$ cat src/rtl/sysctl_ports.sv
module sysctl_ports #(
  parameter int DELAY_CYCLES = 4,
  parameter int PULSE_CYCLES = 11
) (
  input  logic       clk,
  input  logic       rst_n,
  input  logic       wr_a,
  input  logic       wr_b,
  input  logic [7:0] wdata,
  output logic [7:0] rd_a,
  output logic [7:0] rd_b,
  input  logic       parity_err,
  input  logic       chan_chk,
  input  logic       wdog_tmo,
  input  logic       nmi_mask,
  output logic       nmi,
  output logic       alt_rst
);
  localparam int SEQ_LEN = DELAY_CYCLES + PULSE_CYCLES;
  localparam int CW = $clog2(SEQ_LEN + 1);

  logic          req_bit, wdog_q, par_q, chk_q;
  logic [CW-1:0] seq_cnt;

  wire seq_idle = (seq_cnt == '0);
  wire start    = wr_a && wdata[0] && !req_bit && seq_idle;

  always_ff @(posedge clk or negedge rst_n) begin
    if (!rst_n) begin
      req_bit <= 1'b0;
      seq_cnt <= '0;
    end else begin
      if (wr_a) req_bit <= wdata[0];
      if (start) seq_cnt <= CW'(SEQ_LEN);
      else if (!seq_idle) seq_cnt <= seq_cnt - 1'b1;
    end
  end

  always_ff @(posedge clk or negedge rst_n) begin
    if (!rst_n) wdog_q <= 1'b0;
    else if (wdog_tmo) wdog_q <= 1'b1;
  end

  always_ff @(posedge clk or negedge rst_n) begin
    if (!rst_n) begin
      par_q <= 1'b0;
      chk_q <= 1'b0;
    end else begin
      if (parity_err) par_q <= 1'b1;
      else if (wr_b && wdata[2]) par_q <= 1'b0;
      if (chan_chk) chk_q <= 1'b1;
      else if (wr_b && wdata[3]) chk_q <= 1'b0;
    end
  end

  assign alt_rst = !seq_idle && (seq_cnt <= CW'(PULSE_CYCLES));
  assign nmi     = (par_q | chk_q) & ~nmi_mask;
  assign rd_a    = {3'b000, wdog_q, 3'b000, req_bit};
  assign rd_b    = {par_q, chk_q, 6'b000000};
endmodule


$ cat config.mk
export PLATFORM = sky130hd
export DESIGN_NAME = sysctl_ports
export DESIGN_NICKNAME = d
export VERILOG_FILES = /design/src/rtl/sysctl_ports.sv
export SDC_FILE = /design/constraint.sdc
export NUM_CORES = 1
export LEC_CHECK = 0
export ABC_AREA = 1
export BUFFER_PORTS_ARGS = -buffer_cell sky130_fd_sc_hd__buf_2
export CAP_MARGIN = 0
export CORE_MARGIN = 1
export CORE_UTILIZATION = 39
export DETAILED_ROUTE_END_ITERATION = 6
export PLACE_DENSITY = 0.81
export SETUP_SLACK_MARGIN = 0.4
export SLEW_MARGIN = 10
export SYNTH_ARGS = -nofsm -noshare
export SYNTH_HDL_FRONTEND = slang
export SYNTH_SLANG_ARGS = --single-unit
export TNS_END_PERCENT = 30
$ cat constraint.sdc
create_clock -name clk -period 1.69 [get_ports clk]
set_clock_uncertainty 0.1 [all_clocks]
set_input_delay 0.338 -clock clk [delete_from_list [all_inputs] [get_ports clk]]
set_output_delay 0.338 -clock clk [all_outputs]
set_load 0.05 [all_outputs]
Yosys cells after proc, flatten, opt, wreduce, memory -nomap -nowiden

Cells that the tools add are included.

Output and inout bits: 18
Bits in registers: 8
Logic and storage cells: 28

Equality and inequality tests: 1
Order comparisons: 1
Mux-type cells: 6
Reduce and logical (&&, ||, !) cells: 11
Bitwise operators: 3
Add/sub/neg operators: 1

Operators by type and width:

| kind                | count |
|---|---|
| $mux 4              | 2 |
| $logic_and 1x1->1   | 6 |
| $le 4x4->1 const B  | 1 |
| $logic_not 4->1     | 1 |
| $mux 1              | 4 |
| $reduce_bool 2->1   | 2 |
| $sub 4x1->4 const B | 1 |
| $logic_not 1->1     | 2 |
| $ne 2x1->1 const B  | 1 |
| $and 1x1->1         | 1 |
| $not 1->1           | 1 |
| $or 1x1->1          | 1 |

Longest topological paths before layout

Gate-level depths: netlist of the first run.

Depth in word-level cells: 4
Mapped depth: 7

Least setup slack after synthesis of the first run

OpenSTA, ideal clock, no wires.

Kind: register -> output
Start: register seq_cnt[3]
End: output port alt_rst
Data required time: 1.252 ns
Cell stages (with the launch flop): 3
Data arrival time: 1.522 ns
Path slack: -0.270 ns
Buffers on the path: 0
Path through: dfrtp_1 inv_1 o21ai_0

Word-level cells in the longest chain between the ends: 3
Elaborated cells on any way between the ends: 4
Those cells by class: 1 x order compare; 3 x reduce/logical

RTL lines:

| element                                                            | line | source |
|---|---|---|
| from (decl)                                                        | 23   | `logic [CW-1:0] seq_cnt;` |
| from (signal assigned)                                             | 34   | `if (start) seq_cnt <= CW'(SEQ_LEN);` |
| from (signal assigned)                                             | 35   | `else if (!seq_idle) seq_cnt <= seq_cnt - 1'b1;` |
| parallel branches: the longest is 2 deep, another holds $le 4x4->1 | --   |  |
| $logic_and 1x1->1 (*)                                              | 56   | `assign alt_rst = !seq_idle && (seq_cnt <= CW'(PULSE_CYCLES));` |
| to (decl)                                                          | 17   | `output logic alt_rst` |

Every way passes the cells marked *.

Worst setup path after layout of the first run

Start: register seq_cnt[0]
End: output port alt_rst

The elaborated chain is that of the path after synthesis.

==> results of run 1 <==
through the flow:
step | utilization, % | hold slack (ns) | setup TNS, ns | area (sq um)
2_1_floorplan | - | -0.0576 | 0 | 568
3_3_place_gp | 46.6 | 0.0851 | 0 | 546
3_5_place_dp | 46.6 | 0.0871 | 0 | 546
4_1_cts | 56.6 | 0.153 | 0 | 663
5_1_grt | 60.0 | 0.163 | -0.0105 | 703
6_report | 60.0 | 0.156 | 0 | 703
placed cells by master, fill, tap and decap left out, drive strengths merged:
master / n
nor2: 7
nand2: 13
a21o: 2
inv: 6
o21ai: 2
dfrtp: 8
nor3: 1
xnor2: 1
conb: 12
or2: 1
buf: 28
dlygate4sd3: 1
nand4: 1
ha: 2
a21oi: 1
nand3: 2
clkbuf: 3
state kept, by name (all words and copies together), names as in the netlist:
name and flops:
seq_cnt 4, chk_q 1, par_q 1, req_bit 1
wdog_q 1
cells by family after synthesis:
kind of cell	after synthesis
and+or+nand+nor	25
other	1
AOI/OAI and AO/OA	5
buffers and inverters	22
xor gates and xnor gates	1
adders and majority gates	2
DFF	8
final timing paths:
| kind | start | endpoint | slack, ns |
|---|---|---|---|
| max | seq_cnt[0] | alt_rst | 0.04 |
| min | chan_chk | chk_q | 0.16 |
| max reg2reg | seq_cnt[0] | seq_cnt[2] | 0.34 |
| min reg2reg | wdog_q | wdog_q | 0.36 |
| max in group asynchronous | rst_n | seq_cnt[1] | 0.97 |
| min in group asynchronous | rst_n | chk_q | 0.35 |
per-layer routing:
metal / GRT usage (%) / part of all wire [%] / up-vias
li1: - / - / 225
met1: 14.6 / 35 / 206
met2: 26.3 / 58 / 17
met3: 10.5 / 6.9 / 0
met4: 2.59 / 0 / 0
met5: 0 / 0 / -
worst reg2reg max path: stages, from the launching register on:
cell and delay (ns):
dfrtp_1 0.38, inv_2 0.06, buf_4 0.13, buf_4 0.13, ha_1 0.20, xnor2_1 0.14
a21oi_1 0.08
repair_timing:
action / 4_1_cts / 5_1_grt
setup endpoints to repair: 9 / 9
buffers inserted: 7 / 5
pin swaps: 3 / 2
resized for setup: 10 / 1
hold buffers: 1 / 0
endpoints found under the hold margin: 8 / 0
power breakdown:
part / internal, mW / total, mW / switching (mW)
Clock: 0.0811 / 0.144 / 0.0625
Combinational: 0.337 / 0.743 / 0.406
Sequential: 0.251 / 0.304 / 0.0531
final cells by class:
cell class	instances	area, sq um
Clock buffer	3	22.5
Fill cell	112	468
Inverter	6	22.5
Multi-Input combinational cell	45	248
Sequential cell	8	200
Tap cell	14	17.5
Timing Repair Buffer	29	193
==> qor.csv, run 1 <==
metric,value,unit
Initial Utilization,44.4,%
total power,1.19,mW
Placed Cells,89,
Die Y,38.5,um
vias,448,
CP max stage cell,dfrtp_1,
status,finished clean,
Post-Place Setup Slack,0.0694,ns
clock-pin slew on the worst setup and hold paths,0.06,ns
largest family of logic cells by synthesized area,buffers and inverters,
post-synthesis compound-gate area fraction,5.77,%
crit path capture type,primary output,
CTS H-tree depth,1,
hold-critical path depth,2,
Syn Area/Cell,8.13,sq um
antenna violations before repair,0,
#FFs+latches synth,8,
Layout Cells excl Fill,105,
drt total wl,987,um
Crit path max-delay family,flip-flops,
critical path data arrival time,1.21,ns
Leak,0.385,nW
Core Footprint,1170,sq um
GRT overflow,0,
Final #Nets,111,
Reg2Reg Depth,6,
CTS tree,done,
CTS sink count,8,
clk root buf,clkbuf_4,
I/O pins,34,
Initial DRC Count,2,
total global-route track usage,15.1,%
routed len/inst,9.40,um
vias in the first global route,379,
final setup vio count,0,
CTS Buf Count,3,
final hold vios,0,
Final period util,97.7,%
max_cap viols,0,
layout cells sized above 1,47.3,%
CP required,1.25,ns
final antenna-violating net count,0,
first-pass GRT wire length,1460,um
Synth area leaders,"dfrtp_1, buf_4, nand2_1, ha_1, nor2_1",
DR DRC count,0,
DRT Pass-1 Iters,4,
crit-path cells,inv_2 -> ha_4 -> nand2_4 -> nand2_2 -> o21ai_2 -> buf_6,
crit start category,flip-flop,
largest stage delay on the critical path,0.40,ns
port buffer count,16,
Final WS setup,0.0387,ns
worst-path maximum fanout,2,
Die W,38.5,um
clock latency on the worst-skew pair,0.26,ns
main flop type after synthesis,dfrtp_1,
Die ar.,1480,sq um
via/cell ratio,4.27,
Synth area leader,dfrtp_1,
critical path class,flip-flop to primary output,
RSZ-0062 raised after global routing,true,
fin crit period,1.65,ns
PwrDens,1690,nW/um^2
sequential area share after synthesis,38.5,%
VDD IR max,0.761,mV
f_max,606,MHz
worst hold path class,primary input to flip-flop,
clock buffer depth,2,
"Buf+Inv Stages, Crit Path",2,
Mapped Cells,64,
Synth top area share,38.5,%
Layout area overhead,35.1,%
Netlist cell types,18,
post-synthesis mux area share,0,%
mapped cell area,520,sq um
pin count of the biggest net entering global routing,9,
Pins Over Slew Limit,0,
most common cell in the synthesized netlist,buf_4,
Detailed Place HPWL,683,um
FP Rows,12,
YS warnings,0,
Post-synth EDFFs,0,
Synth Area in Adders,4.81,%
most frequent cells after synthesis,"buf_4, nand2_1, dfrtp_1",
Crit path depth,6,
Simple-Gate Fraction of Synth Area,21.2,%
n_diodes,0,
"FFs w/ async S/R, synth",100,%
XOR/XNOR Fraction of Synth Area,1.68,%
RePlAce Congestion,0.714,
No activity file was read; power rests on OpenSTA's default activity.
==> run 2: changes to the inputs <==
==> constraint.sdc (replaced) <==
create_clock -name clk -period 1.69 [get_ports clk]
set_clock_uncertainty 0.1 [all_clocks]
set_input_delay 0.169 -clock clk [delete_from_list [all_inputs] [get_ports clk]]
set_output_delay 0.169 -clock clk [all_outputs]
set_load 0.05 [all_outputs]
==> run 2 against run 1 <==
- sequential power is essentially flat
- first-iteration DRC count rose to 4.5 times the previous value
- final cell count down 4.8%
- global-route usage grew 1.2 points
- largest cell class unchanged
- highest routed layer is now met4
==> qor.csv, run 2 (synthesized netlist as in run 1, its figures left out) <==
metric,value,unit
status,finished clean,
VDD IR max,0.637,mV
DR DRC count,0,
Pins Over Slew Limit,0,
Final period util,86.9,%
Initial Utilization,44.4,%
DRT Pass-1 Iters,4,
crit start category,flip-flop,
max_cap viols,0,
Crit path top cell by count,nand2_4,
critical path data arrival time,1.20,ns
layout cells sized above 1,38.4,%
RePlAce Congestion,0.799,
CTS H-tree depth,1,
CP required,1.42,ns
crit-path cells,inv_2 -> ha_4 -> nand2_4 -> nand2_4 -> o21ai_2 -> buf_6,
pin count of the biggest net entering global routing,9,
fill count,113,
crit path capture type,primary output,
CTS Buf Count,3,
largest stage delay on the critical path,0.39,ns
GRT overflow,0,
Initial DRC Count,9,
antenna violations before repair,0,
Die ar.,1480,sq um
PwrDens,1650,nW/um^2
clk root buf,clkbuf_4,
fin crit period,1.47,ns
RSZ-0062 raised after global routing,true,
Die W,38.5,um
worst hold path class,primary input to flip-flop,
Core Footprint,1170,sq um
Critical Path Start,seq_cnt[1],
critical path class,flip-flop to primary output,
"commonest non-fill, non-tap cell in the layout",buf_2,
Detailed Place HPWL,680,um
vias in the first global route,413,
final hold vios,0,
clock-pin slew on the worst setup and hold paths,0.06,ns
"commonest cells after routing, fill and taps aside","buf_2, conb_1, nand2_1",
I/O pins,34,
port buffer count,16,
CP max stage cell,dfrtp_1,
Leak,0.359,nW
Layout area overhead,28.1,%
Post-Place Setup Slack,0.241,ns
CTS sink count,8,
flip-flop count of the largest register after layout,4,
total global-route track usage,16.3,%
CTS tree,done,
drt total wl,963,um
f_max,681,MHz
Die Y,38.5,um
Final WS setup,0.222,ns
setup_tns,0,ns
clock latency on the worst-skew pair,0.25,ns
vias,422,
final antenna-violating net count,0,
FP Rows,12,
final setup vio count,0,
via/cell ratio,4.22,
largest register by flop count,seq_cnt,
clock buffer depth,2,
n_diodes,0,
routed len/inst,9.63,um
first-pass GRT wire length,1560,um
Final #Nets,106,
r2r startpoint,seq_cnt[1],
Hold Path Origin,wr_a,
worst-path maximum fanout,3,
[run 2: layer usage]
metal | part of all wire, % | wire [um] | track usage, % | up-vias
li1 | - | - | - | 212
met1 | 37 | 354 | 12.2 | 183
met2 | 53 | 514 | 32.9 | 25
met3 | 7.9 | 76 | 9.30 | 2
met4 | 1.9 | 18 | 5.17 | 0
met5 | 0 | 0 | 0 | -
[run 2: stage by stage]
step	power [mW]	utilization [%]	hold slack (ns)	cell area [sq um]	std cells
after global placement	0.746	46.4	-0.0837	543	89
final	1.10	56.9	0.0411	667	100
after global routing	1.19	56.9	0.0493	667	100
after CTS	1.08	56.1	0.00187	657	99
after floorplan	0.706	-	-0.227	566	75
after detailed placement	0.769	46.4	-0.0778	543	89
[run 2: timing repair]
item | 4_1_cts | 5_1_grt
buffers inserted | 4 | 0
endpoints found under the hold margin | 10 | 1
setup endpoints to repair | 4 | 5
gates resized for setup | 9 | 0
pin swaps | 2 | 0
hold buffers | 3 | 1
[run 2: path summary, 6_finish.rpt]
| path | endpoint | slack, ns | cells after the start |
|---|---|---|---|
| worst max-delay path | alt_rst | 0.22 | 6 |
| worst min-delay path | req_bit | 0.04 | 2 |
| worst max register to register | seq_cnt[0] | 0.33 | 8 |
| worst min register to register | wdog_q | 0.37 | 1 |
| max in group asynchronous | seq_cnt[3] | 1.13 | 2 |
| min in group asynchronous | req_bit | 0.18 | 2 |
[run 2: critical path, delay by kind of cell, from the launching register on]
family                     cells  cell delay (ns)
and+or+nand+nor                2             0.11
DFF                            1             0.39
adders and majority gates      1             0.16
AOI/OAI and AO/OA              1             0.05
buffers and inverters          2             0.25
[run 2: layout make-up]
| class | count | area [sq um] | area share [%] |
|---|---|---|---|
| Clock buffer | 3 | 22.5 | 3.38 |
| Sequential cell | 8 | 200 | 30.0 |
| Tap cell | 14 | 17.5 | 2.63 |
| Timing Repair Buffer | 24 | 156 | 23.5 |
| Multi-Input combinational cell | 45 | 248 | 37.1 |
| Inverter | 6 | 22.5 | 3.38 |
[run 2: power by group]
group	leakage (nW)	internal (mW)	switching (mW)
registers	0.0869	0.251	0.0515
logic	0.259	0.260	0.396
clock network	0.0138	0.0809	0.0599
==> run 3: changes to the inputs <==
--- a/config.mk
+++ b/config.mk
@@ -11,7 +11,7 @@
 export CORE_MARGIN = 1
 export CORE_UTILIZATION = 39
 export DETAILED_ROUTE_END_ITERATION = 6
-export PLACE_DENSITY = 0.81
+export PLACE_DENSITY = 0.84
 export SETUP_SLACK_MARGIN = 0.4
 export SLEW_MARGIN = 10
 export SYNTH_ARGS = -nofsm -noshare
==> constraint.sdc (replaced) <==
create_clock -name clk -period 1.4 [get_ports clk]
set_clock_uncertainty 0.1 [all_clocks]
set_input_delay 0.14 -clock clk [delete_from_list [all_inputs] [get_ports clk]]
set_output_delay 0.14 -clock clk [all_outputs]
set_load 0.05 [all_outputs]
==> run 3 against run 2 <==
- the flow now finishes with violations (negative hold slack, negative setup slack)
- sequential share of layout area shrank 4.2 points
- global-route usage is 1.3 points lower
- combinational power grew 60%
==> qor.csv, run 3 (synthesized netlist as in run 1, its figures left out) <==
metric,value,unit
status,"complete, but fails checks",
failing checks,"negative hold slack, negative setup slack",
clock latency on the worst-skew pair,0.25,ns
"commonest cells after routing, fill and taps aside","conb_1, nand2_1, buf_2",
FP Rows,12,
Leak,0.402,nW
clock-pin slew on the worst setup and hold paths,0.06,ns
f_max,686,MHz
Crit path top cell by count,nand2_4,
VDD IR max,1.12,mV
Core Footprint,1170,sq um
largest register by flop count,seq_cnt,
CTS tree,done,
first-pass GRT wire length,1440,um
critical path data arrival time,1.22,ns
CP max stage cell,dfrtp_1,
DRT Pass-1 Iters,4,
r2r startpoint,seq_cnt[1],
hold slack final,-0.0201,ns
Placed Cells,90,
Crit path max-delay family,flip-flops,
Critical Path Start,seq_cnt[1],
flip-flop count of the largest register after layout,4,
Clock Power Share,10.9,%
Initial Utilization,44.4,%
clock buffer depth,2,
"commonest non-fill, non-tap cell in the layout",conb_1,
Final #Nets,110,
pin count of the biggest net entering global routing,9,
max_cap viols,0,
switching power,723,uW
Final period util,104,%
critical path class,flip-flop to primary output,
Initial DRC Count,5,
final core utilization,66.1,%
Hold Path Origin,wdog_tmo,
Die ar.,1480,sq um
port buffer count,16,
crit-path cells,inv_2 -> ha_4 -> nand2_4 -> nand2_4 -> o21ai_4 -> buf_6,
design area,774,sq um
clk root buf,clkbuf_4,
Comb pwr share,66.0,%
worst-path maximum fanout,2,
CTS H-tree depth,1,
final hold vios,1,
CTS Buf Count,3,
CP required,1.16,ns
Final WS setup,-0.0578,ns
total global-route track usage,15.0,%
cts hold-fix bufs,3,
Layout area overhead,48.8,%
"Buf+Inv Stages, Crit Path",2,
Die W,38.5,um
Layout Cells excl Fill,104,
vias,456,
PwrDens,2050,nW/um^2
final antenna-violating net count,0,
Pins Over Slew Limit,0,
antenna violations before repair,0,
crit path capture type,primary output,
sequential share of power,23.1,%
I/O pins,34,
Detailed Place HPWL,699,um
crit start category,flip-flop,
Die Y,38.5,um
vias in the first global route,373,
RSZ-0062 raised after global routing,true,
via/cell ratio,4.38,
drt total wl,1110,um
worst hold path class,primary input to flip-flop,
largest stage delay on the critical path,0.39,ns
DR DRC count,0,
Post-Place Setup Slack,0.0655,ns
final setup vio count,2,
routed len/inst,10.7,um
GRT overflow,0,
switch share,45.5,%
CTS sink count,8,
Post-DP Area,576,sq um
layout cells sized above 1,48.9,%
n_diodes,0,
fin crit period,1.46,ns
RePlAce Congestion,0.756,
Power Internal,866,uW
-- run 3: cell types whose count changed in the layout (fill, tap and decap cells not counted), sizes merged --
cell         previous run  this run
dlygate4sd3             4         3
buf                    20        25
-- run 3: worst register-to-register path: stages (launching register included) --
cell and delay (ns):
dfrtp_1 0.39, inv_2 0.09, ha_4 0.15, nand2_4 0.06, buf_4 0.13, buf_6 0.11
nor2_4 0.08, nand2_2 0.08, nand2_1 0.08, nand2_1 0.06
-- run 3: through the flow --
stage	setup TNS, ns	total power, mW
final	-0.0986	1.59
after CTS	-0.0437	1.41
after global placement	0	1.00
after detailed placement	0	1.04
after floorplan	0	0.923
after global routing	-0.295	1.68
-- run 3: worst paths after layout --
| check | to | slack (ns) | cells after the start |
|---|---|---|---|
| setup / recovery | alt_rst | -0.06 | 6 |
| max in group asynchronous | wdog_q | 0.86 | 2 |
| min in group asynchronous | seq_cnt[2] | 0.16 | 2 |
| hold reg to reg | wdog_q | 0.40 | 1 |
| setup reg to reg | seq_cnt[0] | -0.04 | 9 |
| hold / removal | wdog_q | -0.02 | 2 |
-- run 3: what timing repair did --
item / 4_1_cts / 5_1_grt
buffers inserted: 5 / 3
pin swaps: 7 / 8
gates resized for setup: 16 / 7
setup endpoints to repair: 10 / 10
hold endpoints to repair: 11 / 1
-- run 3: routing by layer --
layer	GRT usage, %	up-vias	share of wire, %	wire length [um]
met5	0	-	0	0
met4	9.48	0	0	0
li1	-	224	-	-
met3	3.49	0	5.2	58
met2	27.1	19	50	556
met1	15.1	213	45	495
-- run 3: area by class of cell --
| type | instances | area, sq um |
|---|---|---|
| multi-input cells | 45 | 289 |
| clock buffers | 3 | 22.5 |
| fillers | 90 | 397 |
| repair buffers | 28 | 223 |
| flip-flops and latches | 8 | 200 |
| inverters | 6 | 22.5 |
| well taps | 14 | 17.5 |
-- run 3: power by group through the flow --
stage	logic, mW	clock network [mW]	registers, mW
final	1.05	0.173	0.368
after floorplan	0.556	0	0.367
after CTS	0.874	0.181	0.360
after global routing	1.11	0.196	0.371
after detailed placement	0.672	0	0.364
after global placement	0.639	0	0.361
